<file path="src/rtl/twowire_pkg.sv">
package twowire_pkg;
  localparam int BYTE_W = 8;
  localparam int ADDR_W = 7;
  localparam int CNT_W  = $clog2(BYTE_W) + 1;

  typedef enum logic [3:0] {
    ST_IDLE,
    ST_ADDR,
    ST_ADDR_ACK,
    ST_WR,
    ST_WR_ACK,
    ST_RD,
    ST_RD_ACK,
    ST_RD_NEXT,
    ST_WAIT
  } link_state_t;
endpackage

</file>
<file path="src/rtl/twowire_line_sync.sv">
module twowire_line_sync #(
  parameter int WIDTH  = 2,
  parameter int STAGES = 2
) (
  input  logic             clk,
  input  logic             rst,
  input  logic [WIDTH-1:0] din,
  output logic [WIDTH-1:0] lvl,
  output logic [WIDTH-1:0] rise,
  output logic [WIDTH-1:0] fall
);
  logic [WIDTH-1:0] stg [STAGES];
  logic [WIDTH-1:0] prev;

  // idle bus lines are high, so the pipe resets to ones
  always_ff @(posedge clk) begin
    if (rst) begin
      for (int s = 0; s < STAGES; s++) stg[s] <= '1;
      prev <= '1;
    end else begin
      stg[0] <= din;
      for (int s = 1; s < STAGES; s++) stg[s] <= stg[s-1];
      prev <= stg[STAGES-1];
    end
  end

  assign lvl  = stg[STAGES-1];
  assign rise = stg[STAGES-1] & ~prev;
  assign fall = ~stg[STAGES-1] & prev;
endmodule

</file>
<file path="src/rtl/twowire_reg_bank.sv">
module twowire_reg_bank
  import twowire_pkg::*;
#(
  parameter int NUM_REGS = 16
) (
  input  logic                       clk,
  input  logic                       rst,
  input  logic                       wr_stb,
  input  logic [BYTE_W-1:0]          wr_byte,
  input  logic [$clog2(NUM_REGS):0]  ptr,
  output logic [BYTE_W-1:0]          rd_byte
);
  localparam int REG_W = 2 * BYTE_W;
  localparam int IDX_W = $clog2(NUM_REGS);

  logic [NUM_REGS-1:0][REG_W-1:0] reg_q;
  logic [BYTE_W-1:0]              hold;
  logic                           hold_vld;
  logic [IDX_W-1:0]               idx;

  assign idx = ptr[IDX_W:1];

  // upper byte is staged until its partner arrives
  always_ff @(posedge clk) begin
    if (rst) begin
      hold     <= '0;
      hold_vld <= 1'b0;
    end else if (wr_stb) begin
      if (!ptr[0]) begin
        hold     <= wr_byte;
        hold_vld <= 1'b1;
      end else begin
        hold_vld <= 1'b0;
      end
    end
  end

  generate
    for (genvar r = 0; r < NUM_REGS; r++) begin : g_reg
      logic [REG_W-1:0] q;
      always_ff @(posedge clk) begin
        if (rst)
          q <= '0;
        else if (wr_stb && ptr[0] && idx == IDX_W'(r))
          q <= {hold, wr_byte};
      end
      assign reg_q[r] = q;
    end
  endgenerate

  assign rd_byte = ptr[0] ? reg_q[idx][BYTE_W-1:0] : reg_q[idx][REG_W-1:BYTE_W];

  AST_PAIR_ORDER: assert property (@(posedge clk) disable iff (rst)
    (wr_stb && ptr[0]) |-> hold_vld);
endmodule

</file>
<file path="src/rtl/twowire_link_fsm.sv">
module twowire_link_fsm
  import twowire_pkg::*;
#(
  parameter int              NUM_REGS = 16,
  parameter logic [ADDR_W-1:0] DEV_ADDR = 7'h10,
  parameter int              WR_FIRST = 2,
  parameter int              RD_FIRST = 10
) (
  input  logic                      clk,
  input  logic                      rst,
  input  logic                      scl_lvl,
  input  logic                      sda_lvl,
  input  logic                      scl_rise,
  input  logic                      scl_fall,
  input  logic                      sda_rise,
  input  logic                      sda_fall,
  input  logic [BYTE_W-1:0]         rd_byte,
  output logic                      wr_stb_o,
  output logic [BYTE_W-1:0]         wr_byte_o,
  output logic [$clog2(NUM_REGS):0] ptr_o,
  output logic                      sda_oe_o
);
  localparam int PTR_W = $clog2(NUM_REGS) + 1;
  localparam logic [PTR_W-1:0] WR_START = PTR_W'(2 * WR_FIRST);
  localparam logic [PTR_W-1:0] RD_START = PTR_W'(2 * RD_FIRST);
  localparam logic [PTR_W-1:0] PTR_LAST = PTR_W'(2 * NUM_REGS - 1);

  link_state_t       state;
  logic [CNT_W-1:0]  bitcnt;
  logic [BYTE_W-1:0] sh;
  logic              rw;
  logic [PTR_W-1:0]  ptr;
  logic              sda_oe;

  logic             start_det, stop_det, quiet, byte_done, ptr_inc;
  logic [PTR_W-1:0] ptr_nxt;

  assign start_det = sda_fall & scl_lvl;
  assign stop_det  = sda_rise & scl_lvl;
  assign quiet     = ~start_det & ~stop_det;
  assign byte_done = (bitcnt == CNT_W'(BYTE_W));
  assign wr_stb_o  = quiet && state == ST_WR && scl_fall && byte_done;
  assign ptr_inc   = wr_stb_o || (quiet && state == ST_RD_ACK && scl_rise && !sda_lvl);
  assign ptr_nxt   = (ptr == PTR_LAST) ? '0 : ptr + 1'b1;

  always_ff @(posedge clk) begin
    if (rst) begin
      state  <= ST_IDLE;
      bitcnt <= '0;
      sh     <= '0;
      rw     <= 1'b0;
      ptr    <= WR_START;
      sda_oe <= 1'b0;
    end else if (start_det) begin
      state  <= ST_ADDR;
      bitcnt <= '0;
      sda_oe <= 1'b0;
    end else if (stop_det) begin
      state  <= ST_IDLE;
      ptr    <= WR_START;
      sda_oe <= 1'b0;
    end else begin
      case (state)
        ST_ADDR, ST_WR: begin
          if (scl_rise && !byte_done) begin
            sh     <= {sh[BYTE_W-2:0], sda_lvl};
            bitcnt <= bitcnt + 1'b1;
          end else if (scl_fall && byte_done) begin
            if (state == ST_WR) begin
              sda_oe <= 1'b1;
              ptr    <= ptr_nxt;
              state  <= ST_WR_ACK;
            end else if (sh[BYTE_W-1:1] == DEV_ADDR) begin
              sda_oe <= 1'b1;
              rw     <= sh[0];
              ptr    <= sh[0] ? RD_START : WR_START;
              state  <= ST_ADDR_ACK;
            end else begin
              state  <= ST_WAIT;
            end
          end
        end
        ST_ADDR_ACK: begin
          if (scl_fall) begin
            if (rw) begin
              sh     <= rd_byte;
              sda_oe <= ~rd_byte[BYTE_W-1];
              bitcnt <= CNT_W'(1);
              state  <= ST_RD;
            end else begin
              sda_oe <= 1'b0;
              bitcnt <= '0;
              state  <= ST_WR;
            end
          end
        end
        ST_WR_ACK: begin
          if (scl_fall) begin
            sda_oe <= 1'b0;
            bitcnt <= '0;
            state  <= ST_WR;
          end
        end
        ST_RD: begin
          if (scl_fall) begin
            if (byte_done) begin
              sda_oe <= 1'b0;
              state  <= ST_RD_ACK;
            end else begin
              sda_oe <= ~sh[BYTE_W-2];
              sh     <= {sh[BYTE_W-2:0], 1'b0};
              bitcnt <= bitcnt + 1'b1;
            end
          end
        end
        ST_RD_ACK: begin
          if (scl_rise) begin
            if (sda_lvl) begin
              state <= ST_WAIT;
            end else begin
              ptr   <= ptr_nxt;
              state <= ST_RD_NEXT;
            end
          end
        end
        ST_RD_NEXT: begin
          if (scl_fall) begin
            sh     <= rd_byte;
            sda_oe <= ~rd_byte[BYTE_W-1];
            bitcnt <= CNT_W'(1);
            state  <= ST_RD;
          end
        end
        default: ;
      endcase
    end
  end

  assign wr_byte_o = sh;
  assign ptr_o     = ptr;
  assign sda_oe_o  = sda_oe;

  AST_STOP_IDLE: assert property (@(posedge clk) disable iff (rst)
    stop_det |=> (!sda_oe && state == ST_IDLE && ptr == WR_START));
  AST_START_ADDR: assert property (@(posedge clk) disable iff (rst)
    start_det |=> (state == ST_ADDR && !sda_oe));
  AST_WR_ORIGIN: assert property (@(posedge clk) disable iff (rst)
    (state == ST_ADDR_ACK && !rw) |-> ptr == WR_START);
  AST_RD_ORIGIN: assert property (@(posedge clk) disable iff (rst)
    (state == ST_ADDR_ACK && rw) |-> ptr == RD_START);
  AST_PTR_WRAP: assert property (@(posedge clk) disable iff (rst)
    (ptr_inc && ptr == PTR_LAST) |=> ptr == '0);
  AST_NACK_RELEASE: assert property (@(posedge clk) disable iff (rst)
    (quiet && state == ST_RD_ACK && scl_rise && sda_lvl) |=> (state == ST_WAIT && !sda_oe));
  AST_DRIVE_SCL_LOW: assert property (@(posedge clk) disable iff (rst)
    $rose(sda_oe) |-> !$past(scl_lvl));
endmodule

</file>
<file path="src/rtl/twowire_regslave.sv">
module twowire_regslave
  import twowire_pkg::*;
#(
  parameter int                NUM_REGS    = 16,
  parameter logic [ADDR_W-1:0] DEV_ADDR    = 7'h10,
  parameter int                WR_FIRST    = 2,
  parameter int                RD_FIRST    = 10,
  parameter int                SYNC_STAGES = 2
) (
  input  logic clk,
  input  logic rst,
  input  logic scl_i,
  input  logic sda_i,
  output logic sda_oe_o
);
  localparam int PTR_W = $clog2(NUM_REGS) + 1;

  logic [1:0]        line_lvl, line_rise, line_fall;
  logic              wr_stb;
  logic [BYTE_W-1:0] wr_byte, rd_byte;
  logic [PTR_W-1:0]  ptr;

  twowire_line_sync #(.WIDTH(2), .STAGES(SYNC_STAGES)) i_sync (
    .clk (clk),
    .rst (rst),
    .din ({scl_i, sda_i}),
    .lvl (line_lvl),
    .rise(line_rise),
    .fall(line_fall)
  );

  twowire_link_fsm #(
    .NUM_REGS(NUM_REGS), .DEV_ADDR(DEV_ADDR),
    .WR_FIRST(WR_FIRST), .RD_FIRST(RD_FIRST)
  ) i_fsm (
    .clk      (clk),
    .rst      (rst),
    .scl_lvl  (line_lvl[1]),
    .sda_lvl  (line_lvl[0]),
    .scl_rise (line_rise[1]),
    .scl_fall (line_fall[1]),
    .sda_rise (line_rise[0]),
    .sda_fall (line_fall[0]),
    .rd_byte  (rd_byte),
    .wr_stb_o (wr_stb),
    .wr_byte_o(wr_byte),
    .ptr_o    (ptr),
    .sda_oe_o (sda_oe_o)
  );

  twowire_reg_bank #(.NUM_REGS(NUM_REGS)) i_bank (
    .clk    (clk),
    .rst    (rst),
    .wr_stb (wr_stb),
    .wr_byte(wr_byte),
    .ptr    (ptr),
    .rd_byte(rd_byte)
  );
endmodule

</file>
<file path="config.mk">
export PLATFORM = sky130hd
export DESIGN_NAME = twowire_regslave
export DESIGN_NICKNAME = d
export VERILOG_FILES = /design/src/rtl/twowire_pkg.sv /design/src/rtl/twowire_line_sync.sv /design/src/rtl/twowire_reg_bank.sv /design/src/rtl/twowire_link_fsm.sv /design/src/rtl/twowire_regslave.sv
export SDC_FILE = /design/constraint.sdc
export NUM_CORES = 1
export LEC_CHECK = 0
export BUFFER_PORTS_ARGS = -buffer_cell sky130_fd_sc_hd__buf_4
export CAP_MARGIN = 20
export CORE_MARGIN = 10
export CORE_UTILIZATION = 35
export CTS_BUF_LIST = sky130_fd_sc_hd__clkbuf_2 sky130_fd_sc_hd__clkbuf_4 sky130_fd_sc_hd__clkbuf_8
export DETAILED_ROUTE_END_ITERATION = 12
export GPL_ROUTABILITY_DRIVEN = 0
export PLACE_DENSITY = 0.47
export SYNTH_ARGS = -nofsm -noshare
export SYNTH_HDL_FRONTEND = slang
export SYNTH_HIERARCHICAL = 1
export SYNTH_SLANG_ARGS = --single-unit
</file>
<file path="constraint.sdc">
create_clock -name clk -period 4.1 [get_ports clk]
set_input_delay 0.41 -clock clk [delete_from_list [all_inputs] [get_ports clk]]
set_output_delay 0.41 -clock clk [all_outputs]
set_load 0.01 [all_outputs]
</file>
==> run summary, run 1 <==
status = complete, no violations
Seq pwr share = 0.506
final setup vio count = 0
switching pwr = 0.00129 W
cell-internal power = 0.00436 W
MaxCap Viol Count = 0
DIE WIDTH = 215 um
worst-path fanout max = 16
critical path arrival = 3.73 ns
fill count = 3908
first-pass iteration count of the detailed router = 5
FF/Latch Area = 5870 um2
CTS tree = yes
die height = 215 um
# rows = 71
Net Sw Frac = 0.228
first-pass GRT wire length = 64000 um
Synth top area share = 0.439
routed vias = 10739
Synth Flop Type = dfxtp_1
CTS clk-pin slew, worst paths = 0.06 ns
ANT nets after route = 0
clk_skew = 0.0195 ns
endpoints failing hold = 0
Die ar. = 46400 um2
syn_area_per_cell = 8.58 um2
setup TNS = 0 ns
clk buf depth = 3
final wirelength = 41300 um
Synth Instances = 1558
initial antenna violation count = 0
CP Data Required Time = 4.56 ns
1st-iter DRT viols = 722
cts bufs inserted = 52
CP Launch Type = flop
clk root buf = clkbuf_8
crit path from = i_fsm/state[3]
Comb power frac = 0.019
Critical path destination = i_bank/g_reg[1].q[10]
largest net degree at the start of global routing = 201
Mapped Area = 13400 um2
total grt overflow = 0
Initial Utilization = 0.355
EDFF count, synth = 0
commonest non-fill, non-tap cell in the layout = nand2_1
Pleak = 5.00 nW
fmax = 306 MHz
Post-route DRC = 0
Async SR Flop Fraction = 0
Reg2Reg Depth = 10
Port Buffer Count = 4
r2r setup slk = 0.83 ns
Slew headroom = 0.327
Setup CP Type = reg -> reg
clock share of power = 0.474
clock latency on the worst-skew pair = 0.61 ns
Min-Delay Path Class = in -> reg
RSZ-0062 raised after global routing = no
worst vdd ir = 213 uV
area leader, netlist = dfxtp_1
vias in the first global route = 10483
layout cell share with drive strength beyond 1 = 0.142
top cells by area, synth = dfxtp_1 (44%), nand2_1 (11%), mux2i_1 (9.2%)
Final #Nets = 1528
CTS H-tree lvls = 2
# IOs = 5
Seq/Total Area, Yosys = 0.439
worst reg2reg startpoint = i_fsm/state[3]
Yosys cell types = 67
most frequent cells in the layout = nand2_1 (405), dfxtp_1 (289), a21oi_1 (202)
clk sinks = 293
routed len/inst = 20.0 um
post-layout min period = 3.27 ns
Worst-Margin Slew = 1.01 ns
CP Capture Type = flop
GRT Util Overall = 0.174
CORE AREA = 37700 um2
Post-CTS Setup Repair Bufs = 0
fin crit share = 0.796
Post-Syn Nets = 1566
multi-input gate area in the final layout = 6870 um2
YS warnings = 6
hpwl dp = 25000 um
Hold Slack = 0.240 ns
Pwr Density = 381 nW/um2
Area Growth Syn to Fin = 10.7%
number of synthesized register bits = 293
worst r2r dst = i_bank/g_reg[1].q[10]
Via-to-Cell Ratio = 5.22
n_diodes = 0
max-slew violations = 0
## flip-flops by register name (all words and copies together), names as in the netlist, 2 cells and up
signal,cells
i_sync/stg,4
i_fsm/state,4
i_fsm/ptr_o,5
i_fsm/wr_byte_o,8
i_sync/prev,2
i_bank/g.q,256
i_fsm/bitcnt,4
i_bank/hold,8
## critical path: stages (launching register included)
cell and delay, ns:
dfxtp_1 0.46, nor3b_1 0.45, nand3_1 0.27, nor3_1 0.30
buf_4 0.21, nand2_2 0.14, or3_1 0.46, or3_1 0.33
buf_4 0.25, mux2i_1 0.18, nor2_1 0.06
## final cells by class
type,count,area share
clock buffers,79,0.0654
clock inverters,3,0.00135
inverters,8,0.00203
multi-input cells,1117,0.464
flip-flops and latches,293,0.397
well taps,511,0.0432
repair buffers,48,0.0269
## synthesized netlist by cell type, types with 5 or more instances
cell and instances:
a21oi_1 202, a311oi_1 6, a31oi_1 5, buf_2 22, buf_4 10, clkbuf_1 101
dfxtp_1 293, inv_1 6, mux2_2 17, mux2i_1 123, mux4_2 44, nand2_1 405
nand2b_1 9, nand3_1 14, nor2_1 138, nor2b_1 12, nor3_1 11, nor3b_1 5
o2111ai_1 5, o21ai_0 19, o22ai_1 9, or2_1 7
## worst min path at each step
stage	depth (start not counted)	from	to	slack (ns)
6_report	2	rst	i_fsm/rw	0.24
5_1_grt	2	rst	i_fsm/ptr_o[4]	0.26
4_1_cts	2	rst	i_fsm/rw	0.22
3_5_place_dp	1	i_sync/stg[0][1]	i_sync/stg[0][3]	0.39
3_3_place_gp	1	i_sync/stg[0][0]	i_sync/stg[0][2]	0.39
2_1_floorplan	1	i_sync/stg[0][0]	i_sync/stg[0][2]	0.38
## per-layer routing
metal	vias up	wire length, um	track usage	share of wire
met5	-	0	0	0
met4	0	840	0.0509	0.020
met3	61	2130	0.0302	0.052
met2	252	18800	0.277	0.46
met1	5179	19500	0.237	0.47
li1	5247	-	-	-
## cells by family (layout without fill, tap and decap cells)
logic type               Yosys count  in the layout  synth area share
AND/OR/NAND/NOR                  636            636             0.198
flip-flops                       293            293             0.439
AO/OA/AOI/OAI                    290            290             0.128
multiplexers                     184            184             0.180
buffers and inverters            148            138            0.0487
adder cells (fa/ha/maj)            4              4           0.00374
XOR/XNOR                           3              3           0.00253
## power groups by stage
stage	registers, W	logic (W)	clock network (W)
floorplan	0.00292	0.0000803	0
global placement	0.00292	0.000109	0
detailed placement	0.00292	0.000108	0
CTS	0.00286	0.000110	0.00277
global route	0.00286	0.000121	0.00289
finish	0.00286	0.000110	0.00268
## through the flow
step / utilization / cells / setup WS (ns) / total power, W / area, um2
global placement: 0.366 / 1975 / 0.934 / 0.00303 / 13800
finish: 0.393 / 2059 / 0.835 / 0.00565 / 14800
CTS: 0.393 / 2059 / 0.814 / 0.00574 / 14800
detailed placement: 0.366 / 1975 / 0.844 / 0.00303 / 13800
floorplan: - / 1558 / 1.21 / 0.00300 / 13400
global route: 0.393 / 2059 / 0.503 / 0.00587 / 14800
## timing repair
| item | in CTS | in global routing |
|---|---|---|
| gates resized for setup | 0 | 0 |
| hold endpoints to repair | 2 | 0 |
| hold buffers | 2 | 0 |
Power figures use the tool's default switching activity.
==> run 2, diff against run 1 <==
ABC_AREA = 1   (was unset)
clock period = 3.1 ns   (was 4.1 ns; I/O delays follow)
==> run 2 against run 1 <==
Worst hold slack gained 0.10 ns. Highest routed layer unchanged. Setup slack lost 0.60 ns. Maximum frequency grew 14%. Critical path type unchanged. Sequential share of layout area decreased by 2.3 points. Total power is 78% higher. Via count increased by 25%. Critical endpoint is now i_bank/g_reg[0].q[8]. Largest cell class unchanged. Core utilization is 0.066 points higher.
==> run summary, run 2 <==
status = complete, no violations
crit path from = i_sync/stg[0][2]
routed vias = 13396
setup TNS = 0 ns
commonest non-fill, non-tap cell in the layout = nand2_1
Worst-Margin Slew = 1.14 ns
Setup CP Type = reg -> reg
worst hold stages = 2
non-filler cells, final = 2691
Biggest register = i_bank/g.q
Final #Nets = 2134
CTS H-tree lvls = 2
Critical path destination = i_bank/g_reg[0].q[8]
Reg2Reg Depth = 12
Synth top area share = 0.413
Synth Instances = 2178
CP Cell Sequence = inv_1, nor2_1, nand2_2, inv_1, nor2_2, nand3_1, nor2_1, nand2_4, nor2_8, buf_12, nand2_2, a211oi_1
most frequent cells after synthesis = nand2_1 (937), dfxtp_1 (293), a21oi_1 (220)
Synth Flop Type = dfxtp_1
CTS clk-pin slew, worst paths = 0.06 ns
Yosys cell types = 37
CTS tree = yes
worst reg2reg startpoint = i_sync/stg[0][2]
routed len/inst = 17.6 um
clk root buf = clkbuf_8
Port Buffer Count = 4
most frequent cells in the layout = nand2_1 (936), dfxtp_1 (291), a21oi_1 (220)
Slew headroom = 0.238
Bufs and invs on worst path = 3
Min-Delay Path Class = in -> reg
first-pass GRT wire length = 74000 um
initial antenna violation count = 0
CP Launch Type = flop
dpl ws = 0.164 ns
fill count = 4245
final wirelength = 47400 um
layout cell share with drive strength beyond 1 = 0.0993
total grt overflow = 0
Largest register FFs = 256
Area Growth Syn to Fin = 10.6%
RSZ-0062 raised after global routing = no
utilization after layout = 0.394
area leader, netlist = dfxtp_1
Hold Slack = 0.340 ns
Critical Path Slowest Stage Cell = nor2_1
GRT Util Overall = 0.187
endpoints failing hold = 0
Crit path largest cell delay = 0.36 ns
Seq/Total Area, Yosys = 0.413
1st-iter DRT viols = 1119
hpwl dp = 28800 um
MaxCap Viol Count = 0
Mapped Area = 14200 um2
top cells by area, synth = dfxtp_1 (41%), nand2_1 (25%), a21oi_1 (7.7%)
fmax = 349 MHz
CP Data Required Time = 3.63 ns
final setup vio count = 0
Hold Crit Start = rst
r2r setup slk = 0.24 ns
Async SR Flop Fraction = 0
Post-Syn Nets = 2186
Pwr Density = 638 nW/um2
die height = 221 um
clk buf depth = 3
Pleak = 6.36 nW
# rows = 73
FF/Latch Area = 5870 um2
worst vdd ir = 289 uV
clk_skew = 0.0168 ns
DIE WIDTH = 221 um
n_diodes = 0
vias in the first global route = 12477
crit-path leading delay family = simple AND/OR/NAND/NOR gates
EDFF count, synth = 0
Worst Slack Setup Final = 0.235 ns
cts bufs inserted = 54
number of synthesized register bits = 293
multi-input gate area in the final layout = 7150 um2
worst r2r dst = i_bank/g_reg[0].q[8]
Die ar. = 49100 um2
post-layout min period = 2.86 ns
CP Depth = 12
worst-path fanout max = 21
first-pass iteration count of the detailed router = 5
clock latency on the worst-skew pair = 0.64 ns
Post-route DRC = 0
CP Capture Type = flop
YS warnings = 6
max-slew violations = 0
Placed Instances = 2590
ANT nets after route = 0
CORE AREA = 39900 um2
syn_area_per_cell = 6.52 um2
largest net degree at the start of global routing = 124
most numerous cell in the Yosys netlist = nand2_1
clk sinks = 293
fin crit share = 0.924
critical path arrival = 3.40 ns
# IOs = 5
Via-to-Cell Ratio = 4.98
Initial Utilization = 0.356
## run 2: cell type report
cell class / count / area share
inverter: 119 / 0.0289
sequential: 293 / 0.374
timing repair buffer: 49 / 0.0291
clock inverter: 7 / 0.00398
tap: 525 / 0.0418
multi-input combinational: 1609 / 0.455
clock buffer: 89 / 0.0676
## run 2: routing by layer
layer  up-vias  GRT usage  wire, um
met1      6213      0.261     23000
met5         -          0         0
met3        70     0.0291      2640
li1       6788          -         -
met2       325      0.284     20500
met4         0     0.0715      1350
## run 2: cells by family after synthesis
| kind of cell | share of synthesized area |
|---|---|
| AO/OA/AOI/OAI | 0.133 |
| XOR/XNOR | 0.00123 |
| adder cells (fa/ha/maj) | 0.00352 |
| buffers and inverters | 0.0848 |
| flip-flops | 0.413 |
| AND/OR/NAND/NOR | 0.365 |
## run 2: power by group
part           internal, W  switching [W]  leakage, nW  total (W)
logic             0.000454        0.00169         3.39    0.00214
clock network      0.00223        0.00167        0.606    0.00390
registers          0.00385       0.000138         2.36    0.00399
total              0.00653        0.00350         6.36     0.0100
## run 2: stage by stage
step | instance area, um2 | total power, W
6_report | 15700 | 0.0100
5_1_grt | 15700 | 0.0105
4_1_cts | 15700 | 0.0102
3_5_place_dp | 14500 | 0.00620
3_3_place_gp | 14500 | 0.00620
2_1_floorplan | 14200 | 0.00547
## run 2: worst register-to-register path, stage by stage, from the launching register on
cell and delay, ns:
dfxtp_1 0.33, inv_1 0.07, nor2_1 0.05, nand2_2 0.13
inv_1 0.13, nor2_2 0.24, nand3_1 0.12, nor2_1 0.36
nand2_4 0.21, nor2_8 0.32, buf_12 0.21, nand2_2 0.29
a211oi_1 0.32
## run 2: worst min path at each step
stage,slack (ns),endpoint
2_1_floorplan,0.38,i_fsm/ptr_o[3]
3_3_place_gp,0.39,i_sync/stg[0][3]
3_5_place_dp,0.40,i_sync/stg[0][3]
4_1_cts,0.33,i_fsm/ptr_o[3]
5_1_grt,0.39,i_bank/g_reg[5].q[2]
6_report,0.34,i_fsm/ptr_o[3]
## run 2: what timing repair did
item,in CTS,in global routing
setup endpoints to repair,0,51
hold endpoints to repair,2,0
hold buffers,2,0
gates resized for setup,0,1
buffers inserted,0,1
==> run 3, diff against run 2 <==
CORE_UTILIZATION = 50   (was 35)
PLACE_DENSITY = 0.63   (was 0.47)
SETUP_SLACK_MARGIN = 0.4   (was unset)
==> run 3 against run 2 <==
Global-route usage up 5.1 points. Non-clock buffer count up 2. Via count up 2.1%. Combinational power about the same. Final area down 0.75%. Core utilization up 16 points.
==> run summary, run 3 (synthesized netlist as in run 2, its figures left out) <==
n_diodes = 0
endpoints failing hold = 0
Final #Nets = 2132
clock share of power = 0.389
Largest register FFs = 256
Via-to-Cell Ratio = 5.38
ANT nets after route = 0
Hold Crit Start = rst
Hold Slack = 0.152 ns
Net Sw Frac = 0.339
layout cell share with drive strength beyond 1 = 0.0998
RSZ-0062 raised after global routing = no
switching pwr = 0.00338 W
Worst-Margin Slew = 1.15 ns
clk_skew = 0.0378 ns
Seq pwr share = 0.398
Final Power = 0.00996 W
Port Buffer Count = 4
DIE WIDTH = 189 um
total grt overflow = 0
die height = 189 um
fmax = 406 MHz
hpwl dp = 26500 um
vias in the first global route = 12570
CTS clk-pin slew, worst paths = 0.06 ns
Biggest register = i_bank/g.q
worst vdd ir = 366 uV
# IOs = 5
most frequent cells in the layout = nand2_1 (936), dfxtp_1 (291), a21oi_1 (220)
setup TNS = 0 ns
first-pass GRT wire length = 69200 um
CORE AREA = 27900 um2
Initial Utilization = 0.509
CP Capture Type = flop
post-layout min period = 2.46 ns
clk sinks = 293
crit path from = i_sync/stg[0][2]
first-pass iteration count of the detailed router = 5
Pwr Density = 639 nW/um2
MaxCap Viol Count = 0
Post-route DRC = 0
utilization after layout = 0.558
commonest non-fill, non-tap cell in the layout = nand2_1
CP Data Required Time = 3.52 ns
Area Growth Syn to Fin = 9.73%
routed vias = 13671
GRT Util Overall = 0.238
cts bufs inserted = 50
fin crit share = 0.794
Min-Delay Path Class = in -> reg
CTS tree = yes
clk buf depth = 3
routed len/inst = 17.1 um
Pleak = 6.37 nW
Slew headroom = 0.230
Reg2Reg Depth = 13
Setup CP Type = reg -> reg
clk root buf = clkbuf_8
cell-internal power = 0.00659 W
final wirelength = 43500 um
Die ar. = 35600 um2
final setup vio count = 0
worst-path fanout max = 19
initial antenna violation count = 0
CTS H-tree lvls = 2
worst reg2reg startpoint = i_sync/stg[0][2]
# rows = 61
1st-iter DRT viols = 1341
max-slew violations = 0
largest net degree at the start of global routing = 152
clock latency on the worst-skew pair = 0.58 ns
Comb power frac = 0.214
status = complete, no violations
critical path arrival = 2.88 ns
CP Launch Type = flop
worst hold stages = 2
run 3: changes by cell type in the layout (fill, tap and decap cells not counted), moves of 2 or more:
cell,previous run,this run
clkbuf_8,64,74
clkinv_2,7,2
nor2_4,10,12
clkbuf_4,26,15
buf_6,0,2
run 3: final timing paths:
check	end	slack (ns)
max	i_bank/g_reg[13].q[11]	0.64
min	i_bank/g_reg[15].q[5]	0.15
max reg2reg	i_bank/g_reg[13].q[11]	0.64
min reg2reg	i_sync/stg[0][3]	0.40
run 3: area by class of cell:
class                           instances  area, um2
Fill cell                            2806      12300
Multi-Input combinational cell       1609       7170
Sequential cell                       293       5870
Clock buffer                           88       1120
Tap cell                              378        473
Timing Repair Buffer                   51        472
Inverter                              119        455
Clock inverter                          4       31.3
run 3: what timing repair did:
action                                 CTS  global route
endpoints found under the hold margin    2             0
gates resized for setup                  2             8
setup buffers                            3             0
pin swaps                                1             0
gates cloned                             0             0
setup endpoints to repair               79           152
hold buffers                             2             0
run 3: worst max-delay path: stages, from the launching register on:
cell and delay, ns:
dfxtp_1 0.33, inv_1 0.08, nor2_1 0.06, nand2_2 0.15
inv_2 0.10, nor2_4 0.17, nand3_1 0.15, nor2_4 0.18
nand2_4 0.15, nor2_8 0.32, nand2_1 0.21, buf_4 0.25
nor2_1 0.11, a211oi_1 0.06
run 3: stage by stage:
| stage | cells | worst slack, ns | instance area (um2) |
|---|---|---|---|
| 2_1_floorplan | 2178 | 0.928 | 14200 |
| 3_3_place_gp | 2444 | 0.286 | 14300 |
| 3_5_place_dp | 2445 | 0.227 | 14400 |
| 4_1_cts | 2542 | 0.482 | 15600 |
| 5_1_grt | 2542 | 0.452 | 15600 |
| 6_report | 2542 | 0.638 | 15600 |
run 3: metal layers:
| metal | global-route usage | wire length (um) |
|---|---|---|
| met1 | 0.317 | 19500 |
| met3 | 0.0438 | 3190 |
| met2 | 0.381 | 19600 |
| met4 | 0.0821 | 1280 |
| met5 | 0 | 0 |
run 3: power by group through the flow:
stage | logic, W | registers (W) | clock network (W)
floorplan | 0.00147 | 0.00400 | 0
global placement | 0.00207 | 0.00404 | 0
detailed placement | 0.00207 | 0.00404 | 0
CTS | 0.00208 | 0.00396 | 0.00393
global route | 0.00229 | 0.00397 | 0.00412
finish | 0.00213 | 0.00396 | 0.00387
